<file path="src/rtl/ptp_tod_pkg.sv">
package ptp_tod_pkg;
  localparam int unsigned OFS_CTRL = 32'hF00;
  localparam int unsigned OFS_FRAC = 32'hF08;
  localparam int unsigned OFS_NSEC = 32'hF10;
  localparam int unsigned OFS_STEP = 32'hF18;

  typedef enum logic [2:0] {
    SEL_NONE,
    SEL_CTRL,
    SEL_FRAC,
    SEL_NSEC,
    SEL_STEP
  } reg_sel_e;
endpackage

</file>
<file path="src/rtl/ptp_tod_regs.sv">
module ptp_tod_regs
  import ptp_tod_pkg::*;
#(
  parameter int ADDR_W = 12,
  parameter int DATA_W = 64,
  parameter int NS_W   = 64,
  parameter int FRAC_W = 32,
  parameter int STEP_W = 64
) (
  input  logic              clk,
  input  logic              rst,
  input  logic              bus_wr,
  input  logic              bus_rd,
  input  logic [ADDR_W-1:0] bus_addr,
  input  logic [DATA_W-1:0] bus_wdata,
  input  logic [NS_W-1:0]   cur_ns,
  input  logic [FRAC_W-1:0] cur_frac,
  output logic              count_en,
  output logic [STEP_W-1:0] step,
  output logic              load_ns,
  output logic              load_frac,
  output logic [DATA_W-1:0] rd_data,
  output logic              rd_valid
);
  reg_sel_e            sel;
  logic [DATA_W-1:0]   ctrl_q;
  logic [STEP_W-1:0]   step_q;
  logic [DATA_W-1:0]   rd_mux;
  logic [DATA_W-1:0]   rd_data_q;
  logic                rd_valid_q;

  always_comb begin
    if (bus_addr == ADDR_W'(OFS_CTRL))      sel = SEL_CTRL;
    else if (bus_addr == ADDR_W'(OFS_FRAC)) sel = SEL_FRAC;
    else if (bus_addr == ADDR_W'(OFS_NSEC)) sel = SEL_NSEC;
    else if (bus_addr == ADDR_W'(OFS_STEP)) sel = SEL_STEP;
    else                                    sel = SEL_NONE;
  end

  assign load_ns   = bus_wr && (sel == SEL_NSEC);
  assign load_frac = bus_wr && (sel == SEL_FRAC);

  always_ff @(posedge clk) begin
    if (rst) begin
      ctrl_q <= '0;
      step_q <= '0;
    end else if (bus_wr) begin
      if (sel == SEL_CTRL) ctrl_q <= bus_wdata;
      if (sel == SEL_STEP) step_q <= STEP_W'(bus_wdata);
    end
  end

  always_comb begin
    unique case (sel)
      SEL_CTRL: rd_mux = ctrl_q;
      SEL_FRAC: rd_mux = DATA_W'(cur_frac);
      SEL_NSEC: rd_mux = DATA_W'(cur_ns);
      SEL_STEP: rd_mux = DATA_W'(step_q);
      default:  rd_mux = '0;
    endcase
  end

  always_ff @(posedge clk) begin
    if (rst) begin
      rd_data_q  <= '0;
      rd_valid_q <= 1'b0;
    end else begin
      rd_valid_q <= bus_rd;
      rd_data_q  <= bus_rd ? rd_mux : '0;
    end
  end

  assign count_en = ctrl_q[0];
  assign step     = step_q;
  assign rd_data  = rd_data_q;
  assign rd_valid = rd_valid_q;

  // one-cycle valid pulse follows each read strobe
  a_r10_valid_follows_read: assert property (@(posedge clk) disable iff (rst)
    bus_rd |=> rd_valid);
  a_r10_no_spurious_valid: assert property (@(posedge clk) disable iff (rst)
    !bus_rd |=> !rd_valid);
  // unmapped offsets read as zero
  a_r5_unmapped_reads_zero: assert property (@(posedge clk) disable iff (rst)
    (bus_rd && sel == SEL_NONE) |=> (rd_data == '0));
  // a step write leaves the control register untouched
  a_r9_step_write_keeps_ctrl: assert property (@(posedge clk) disable iff (rst)
    (bus_wr && sel == SEL_STEP) |=> $stable(ctrl_q));
endmodule

</file>
<file path="src/rtl/ptp_tod_accum.sv">
module ptp_tod_accum #(
  parameter int DATA_W = 64,
  parameter int NS_W   = 64,
  parameter int FRAC_W = 32,
  parameter int STEP_W = 64
) (
  input  logic              clk,
  input  logic              rst,
  input  logic              count_en,
  input  logic [STEP_W-1:0] step,
  input  logic              load_ns,
  input  logic              load_frac,
  input  logic [DATA_W-1:0] wdata,
  output logic [NS_W-1:0]   ns,
  output logic [FRAC_W-1:0] frac
);
  localparam int INT_W = STEP_W - FRAC_W;

  logic [NS_W-1:0]   ns_q;
  logic [FRAC_W-1:0] frac_q;
  logic [FRAC_W:0]   frac_sum;
  logic              frac_carry;
  logic [INT_W-1:0]  step_int;
  logic [NS_W-1:0]   ns_adv;

  assign step_int   = step[STEP_W-1:FRAC_W];
  assign frac_sum   = {1'b0, frac_q} + {1'b0, step[FRAC_W-1:0]};
  assign frac_carry = frac_sum[FRAC_W];
  assign ns_adv     = ns_q + NS_W'(step_int) + NS_W'(frac_carry);

  always_ff @(posedge clk) begin
    if (rst) begin
      ns_q   <= '0;
      frac_q <= '0;
    end else if (load_ns) begin
      ns_q   <= NS_W'(wdata);
      frac_q <= '0;
    end else if (load_frac) begin
      frac_q <= wdata[FRAC_W-1:0];
      if (count_en) ns_q <= ns_adv;
    end else if (count_en) begin
      ns_q   <= ns_adv;
      frac_q <= frac_sum[FRAC_W-1:0];
    end
  end

  assign ns   = ns_q;
  assign frac = frac_q;

  logic rst_d;
  always_ff @(posedge clk) begin
    rst_d <= rst;
    // time is zero on the edge after a reset cycle
    if (rst_d === 1'b1)
      a_r1_reset_clears_time: assert (ns_q == '0 && frac_q == '0);
  end

  // disabled and not loaded means time holds
  a_r3_hold_when_disabled: assert property (@(posedge clk) disable iff (rst)
    (!count_en && !load_ns && !load_frac) |=> ($stable(ns_q) && $stable(frac_q)));
  // nanosecond load wins and clears the fraction
  a_r7_ns_load_clears_frac: assert property (@(posedge clk) disable iff (rst)
    load_ns |=> (ns_q == NS_W'($past(wdata)) && frac_q == '0));
  // fraction load wins over counting for the fraction
  a_r8_frac_load: assert property (@(posedge clk) disable iff (rst)
    (load_frac && !load_ns) |=> (frac_q == $past(wdata[FRAC_W-1:0])));
endmodule

</file>
<file path="src/rtl/ptp_tod_counter.sv">
module ptp_tod_counter #(
  parameter int ADDR_W = 12,
  parameter int DATA_W = 64,
  parameter int NS_W   = 64,
  parameter int FRAC_W = 32,
  parameter int STEP_W = 64
) (
  input  logic              clk,
  input  logic              rst,
  input  logic              bus_wr,
  input  logic              bus_rd,
  input  logic [ADDR_W-1:0] bus_addr,
  input  logic [DATA_W-1:0] bus_wdata,
  output logic [DATA_W-1:0] rd_data,
  output logic              rd_valid
);
  logic              count_en;
  logic [STEP_W-1:0] step;
  logic              load_ns;
  logic              load_frac;
  logic [NS_W-1:0]   cur_ns;
  logic [FRAC_W-1:0] cur_frac;

  ptp_tod_regs #(
    .ADDR_W(ADDR_W), .DATA_W(DATA_W), .NS_W(NS_W), .FRAC_W(FRAC_W), .STEP_W(STEP_W)
  ) u_regs (
    .clk(clk), .rst(rst), .bus_wr(bus_wr), .bus_rd(bus_rd),
    .bus_addr(bus_addr), .bus_wdata(bus_wdata),
    .cur_ns(cur_ns), .cur_frac(cur_frac),
    .count_en(count_en), .step(step), .load_ns(load_ns), .load_frac(load_frac),
    .rd_data(rd_data), .rd_valid(rd_valid)
  );

  ptp_tod_accum #(
    .DATA_W(DATA_W), .NS_W(NS_W), .FRAC_W(FRAC_W), .STEP_W(STEP_W)
  ) u_accum (
    .clk(clk), .rst(rst), .count_en(count_en), .step(step),
    .load_ns(load_ns), .load_frac(load_frac), .wdata(bus_wdata),
    .ns(cur_ns), .frac(cur_frac)
  );
endmodule

</file>
<file path="config.mk">
export PLATFORM = sky130hd
export DESIGN_NAME = ptp_tod_counter
export DESIGN_NICKNAME = d
export VERILOG_FILES = /design/src/rtl/ptp_tod_pkg.sv /design/src/rtl/ptp_tod_regs.sv /design/src/rtl/ptp_tod_accum.sv /design/src/rtl/ptp_tod_counter.sv
export SDC_FILE = /design/constraint.sdc
export NUM_CORES = 1
export LEC_CHECK = 0
export CELL_PAD_IN_SITES_DETAIL_PLACEMENT = 2
export CELL_PAD_IN_SITES_GLOBAL_PLACEMENT = 2
export CORE_ASPECT_RATIO = 1.1
export CORE_MARGIN = 1.5
export CORE_UTILIZATION = 37
export DETAILED_ROUTE_END_ITERATION = 12
export PLACE_DENSITY_LB_ADDON = 0.25
export SETUP_SLACK_MARGIN = 0.05
export SYNTH_ARGS = -nofsm -noshare
export SYNTH_HDL_FRONTEND = slang
export SYNTH_HIERARCHICAL = 1
export SYNTH_SLANG_ARGS = --single-unit
</file>
<file path="constraint.sdc">
create_clock -name clk -period 15.25 [get_ports clk]
set_clock_uncertainty 0.05 [all_clocks]
set_input_delay 3.8125 -clock clk [delete_from_list [all_inputs] [get_ports clk]]
set_output_delay 3.8125 -clock clk [all_outputs]
set_load 0.05 [all_outputs]
</file>
==> results of run 1 <==
[cell type report]
| cell class | count | area (um2) |
|---|---|---|
| tap | 560 | 700.7 |
| clock inverter | 15 | 211.5 |
| multi-input combinational | 1460 | 8941 |
| sequential | 289 | 5787 |
| timing repair buffer | 162 | 1575 |
| inverter | 26 | 97.59 |
| fill | 4624 | 22890 |
| clock buffer | 46 | 977.2 |
[flip-flops by register name (all words and copies together) (netlist names)]
register	count
u_regs/ctrl_q	64
u_regs/rd_valid	1
u_regs/rd_data	64
u_accum/frac	32
u_regs/step	64
u_accum/ns	64
[metal layers]
metal  wire length [um]  vias up  track usage, %
met4               1716        0           9.491
met5                  0        -               0
met1              26910     7666           35.65
li1                   -     6964               -
met3               2870      104           4.634
met2              29040      369           48.73
[cell usage in the layout, fill, tap and decap left out, drive strengths merged, types with 22 or more instances in the layout]
master and instances:
a221oi 41, nor2 154, nand2 347, xnor2 58, inv 27, a21o 28, dfxtp 289, a21oi 265
clkdlybuf4s50 142, ha 63, a22oi 64, clkbuf 46, xor2 22, a211oi 80, nor3 32, mux2 34
o21ai 60
[logic make-up (layout without fill, tap and decap cells)]
logic type,count (synthesis),in the layout,share of synthesized area (%)
AOI/OAI and AO/OA,600,600,24.95
buffers and inverters,160,249,4.684
adders and majority gates,66,66,5.504
muxes,52,52,3.653
xor gates and xnor gates,80,80,4.546
and+or+nand+nor,662,662,19.13
DFF,289,289,37.54
[final timing paths]
check	endpoint	slack (ns)	cells after the start
worst max-delay path	u_accum/frac[27]	8.34	10
worst min-delay path	u_regs/ctrl_q[33]	0.41	2
worst max register to register	u_accum/ns[52]	8.71	21
worst min register to register	u_regs/ctrl_q[33]	0.41	2
[worst reg2reg max path, stage by stage, from the launching register on]
cell and delay (ns):
dfxtp_1 0.34, ha_1 0.25, fa_1 0.45, a21oi_1 0.22, o211a_1 0.27, nor4_4 0.07, o211ai_1 0.46, a211oi_1 0.24
o41a_1 0.49, a21o_1 0.22, a21oi_1 0.41, fa_1 0.35, fa_1 0.24, nand2b_1 0.16, a21oi_2 0.07, o211a_1 0.26
a21oi_2 0.30, o21bai_4 0.12, a221oi_4 0.82, nor4b_1 0.21, xnor2_1 0.19, a211oi_1 0.25
[where the power goes]
part           leakage (nW)  switching (mW)  total (mW)  internal [mW]
Clock                 0.592           0.354       0.890          0.537
Combinational          3.45          0.0421      0.0666         0.0245
Sequential             2.33        0.000117       0.755          0.755
Total                  6.37           0.396        1.71           1.32
[through the flow]
step / power, mW / cell area [um2] / std cells
after floorplan: 0.7938 / 15410 / 1909
after global placement: 0.8368 / 17100 / 2497
after detailed placement: 0.8374 / 17100 / 2497
after CTS: 1.729 / 18290 / 2558
after global routing: 1.758 / 18290 / 2558
final: 1.712 / 18290 / 2558
==> flow_summary.ini, run 1 <==
[global_route]
grt_start_max_net_pins = 75
grt_pass1_wl_um = 94640
grt_antenna_before_repair = 0
grt_pass1_vias = 16690
grt_use_total_pct = 28.27
grt_overflow_total = 0

[synthesis]
avgSynthCellArea_um2 = 8.073
synthFlopType = dfxtp_1
postSynth.asyncResetShare_pct = 0
yosysMostFrequentCell = nand2_1
syn_inst = 1909
synth-seq-cells = 289
synthTopCellsByCount = nand2_1, dfxtp_1, a21oi_1, nor2_1, clkbuf_1
yosysWarnings = 6
yosysTopAreaCellShare_pct = 37.54
syn_nets = 2055
synthesis.area_um2 = 15410
seq_area_frac_synth_pct = 37.54
yosysUniqueCellTypes = 76
synth_edf_count = 0
yosysTopAreaCell = dfxtp_1
yosys-top-cells-area = dfxtp_1, nand2_1, a21oi_1

[setup_path]
crit_path_frequent_cell = buf_4
start_kind = input pin
crit_chain = clkdlybuf4s50_1 -> nor4_2 -> buf_4 -> nand2_1 -> nor3_2 -> buf_4 -> inv_1 -> and3_1 -> a21oi_1 -> o22ai_1
reg2reg_from = u_regs/step[0]
crit_type = in -> reg
cp.buffers_inverters = 4
cp_max_fo = 68
cpLargestDelayFamily = buffers and inverters
crit_required_ns = 15.59
slowest_delay_ns = 0.73
cp.arrival_ns = 7.25
crit_path_start = bus_addr[7]
critical_path.slowest_cell = buf_4
critPathCaptureType = flip-flop

[clocking]
insertion_delay_ns = 0.55
cts_max_path_buffers = 3
clk_pin_slew_worst_paths_ns = 0.06
clockRootBuffer = clkbuf_16
cts.repair.resized = 0
clock-sinks = 289
htree_num_levels = 2
cts_setup_buffers = 0
cts-hold-fix-buffers = 0
cts_made_buffers = 35
cts_tree = built

[placement]
post-place-ws_ns = 7.926
hpwlAfterDp_um = 40480
gp_congestion = 0.8487
portBuffers = 144

[pwr]
leakage_nw = 6.368
p_per_area_nw_per_um2 = 93.61
ir_drop_mv = 0.06995

[sta]
setup_tns_ns = 0
slew-limit-headroom_pct = 32.84
max_freq_mhz = 144.8
drv_slew = 0
setup_violations = 0
finalHoldViolCount = 0
whs_ns = 0.4079
min_period_ns = 6.907
rsz0062_at_grt = false
fin_ws_ns = 8.343
worst_pin_slew_ns = 1.007
final_min_period_over_clock_period_pct = 45.29

[die]
die_height_um = 217.1
initial_core_util_pct = 37.42
die-area_um2 = 42890
die_x_um = 197.6
pin_count = 145
rows = 78
coreArea_um2 = 41180

[routing]
drc = 0
vias = 15100
postRouteAntennaNets = 0
drt_iter0_drc = 951
finalWirelength_um = 60540
viasPerCell = 5.904
avgRoutedWirePerCell_um = 23.67
dr.pass1.iters = 8

[min_path]
hp-class = reg -> reg
min-delay-start = u_regs/ctrl_q[33]

[final_layout]
nNetsFinal = 2120
drive_above_1_share_pct = 7.257
area_growth_pct = 18.67
antenna-diode-count = 0
fin_util_pct = 44.41

[run_status]
outcome = finished, final reports clean

[run]
maxCapViolations = 0
(Power assumes the default switching activity.)
==> run 2: changes to the inputs <==
CORE_UTILIZATION = 35   (was 37)
clock period = 6.6 ns   (was 15.25 ns; I/O delays follow)
==> run 2 against run 1 <==
Die area grew 5.6%. Register-to-register slack got worse by 8.1 ns. Flip-flop and latch count stayed put. Critical endpoint is now u_accum/ns[20]. Clock power up 120%. Critical path depth is 11 higher. Total power increased by 130%. First-iteration DRC count shrank 27%. Combinational power increased by 130%. Design area rose by 0.16%.
==> flow_summary.ini, run 2 (same netlist as run 1, synthesis figures left out) <==
[pwr]
p_switching_uw = 891.4
p_seq_share_pct = 44.8
pwr-share-clk_pct = 51.3
ir_drop_mv = 0.1741
pwr-share-comb_pct = 3.9
power.internal_mw = 3.006
power_mw = 3.897
p_per_area_nw_per_um2 = 212.7
leakage_nw = 6.362
switching_share_pct = 22.87

[global_route]
grt_use_total_pct = 26.35
grt_pass1_wl_um = 93830
grt_start_max_net_pins = 81
grt_pass1_vias = 16280
grt_overflow_total = 0
grt_antenna_before_repair = 0

[clocking]
clockRootBuffer = clkbuf_16
cts_tree = built
cts_made_buffers = 35
insertion_delay_ns = 0.55
cts-hold-fix-buffers = 0
cts.repair.resized = 0
cts_max_path_buffers = 3
clk_pin_slew_worst_paths_ns = 0.06
cts_setup_buffers = 0
clock-sinks = 289
htree_num_levels = 2

[sta]
final_min_period_over_clock_period_pct = 90.09
setup_violations = 0
setup_tns_ns = 0
min_period_ns = 5.946
drv_slew = 0
worst_pin_slew_ns = 1.232
max_freq_mhz = 168.2
fin_ws_ns = 0.6541
rsz0062_at_grt = false
slew-limit-headroom_pct = 17.42
finalHoldViolCount = 0

[die]
die_x_um = 203.1
initial_core_util_pct = 35.48
rows = 80
die_height_um = 223.1
pin_count = 145
coreArea_um2 = 43440
die-area_um2 = 45300

[final_layout]
final_cell_mix = nand2_1, dfxtp_1, a21oi_1
antenna-diode-count = 0
drive_above_1_share_pct = 7.307
nNetsFinal = 2122
area_growth_pct = 18.86
final_common_cell = nand2_1

[routing]
avgRoutedWirePerCell_um = 23.33
drc = 0
viasPerCell = 5.810
postRouteAntennaNets = 0
wl_met1_um = 27520
met2_length_um = 28740
finalWirelength_um = 60010
top_layer = met4
route.met3.wl_um = 2415
dr.pass1.iters = 5
vias = 14940
drt_iter0_drc = 691

[setup_path]
crit_required_ns = 6.98
r2r_setup_slack_ns = 0.65
reg2reg_to = u_accum/ns[20]
reg2reg_depth = 21
cp_max_fo = 3
reg2reg_from = u_regs/step[0]
cp.arrival_ns = 6.33
critPathCaptureType = flip-flop
crit_type = reg -> reg
start_kind = flip-flop

[placement]
portBuffers = 144
gp_congestion = 0.8492
post-place-ws_ns = 0.6643
hpwlAfterDp_um = 40320

[run]
maxCapViolations = 0

[min_path]
min-delay-start = u_regs/ctrl_q[56]
hp-class = reg -> reg
min_to = u_regs/ctrl_q[56]
hold_depth = 2

[run_status]
outcome = finished, final reports clean
[run 2: changes by cell type in the layout (fill, tap and decap cells not counted), sizes merged]
cell and change:
inv -1, clkinvlp +3, clkbuf +2, clkinv -4, buf +2, bufinv -2
[run 2: metal layers]
layer | global-route usage, % | vias to the layer above
met2 | 44.95 | 315
met4 | 7.407 | 0
met1 | 34.38 | 7585
met3 | 3.988 | 80
li1 | - | 6964
met5 | 0 | -
[run 2: through the flow]
stage / hold slack, ns / cells / instance area [um2] / utilization, %
floorplan: 0.3860 / 1909 / 15410 / -
global placement: 0.3908 / 2513 / 17150 / 39.48
detailed placement: 0.4009 / 2513 / 17150 / 39.48
CTS: 0.4116 / 2572 / 18320 / 42.17
global route: 0.4305 / 2572 / 18320 / 42.17
finish: 0.4095 / 2572 / 18320 / 42.17
[run 2: worst max path at each step]
| stage | slack, ns | start | end | cells after the start |
|---|---|---|---|---|
| after floorplan | 1.79 | u_regs/step[0] | u_accum/ns[20] | 21 |
| after global placement | 0.91 | u_regs/step[0] | u_accum/ns[30] | 21 |
| after detailed placement | 0.66 | u_regs/step[0] | u_accum/ns[20] | 21 |
| after CTS | 0.58 | u_regs/step[0] | u_accum/ns[20] | 21 |
| after global routing | 0.32 | u_regs/step[0] | u_accum/ns[20] | 21 |
| final | 0.65 | u_regs/step[0] | u_accum/ns[20] | 21 |
[run 2: final cells by class]
type / instances / area [um2]
inverters: 26 / 97.59
fillers: 4864 / 25120
clock buffers: 48 / 1027
well taps: 574 / 718.2
flip-flops and latches: 289 / 5787
repair buffers: 164 / 1603
multi-input cells: 1460 / 8945
clock inverters: 11 / 141.4
[run 2: critical path: stages (launching register included)]
cell and delay, ns:
dfxtp_1 0.32, ha_1 0.23, fa_1 0.44, a21oi_1 0.21, o211a_1 0.28, nor4_4 0.07
o211ai_1 0.45, a211oi_1 0.20, o41a_1 0.44, a21o_1 0.20, a21oi_1 0.35, fa_1 0.31
fa_1 0.23, nand2b_1 0.15, a21oi_2 0.08, o211a_1 0.28, a22o_1 0.29, a21oi_2 0.23
o21bai_1 0.15, a311oi_1 0.34, xor2_1 0.12, a2111oi_1 0.42
[run 2: power groups by stage]
stage	Sequential (mW)	Clock [mW]	Combinational, mW
global placement	1.78	0	0.151
finish	1.75	2.00	0.154
detailed placement	1.78	0	0.153
CTS	1.74	2.04	0.154
global route	1.74	2.11	0.162
floorplan	1.78	0	0.0494
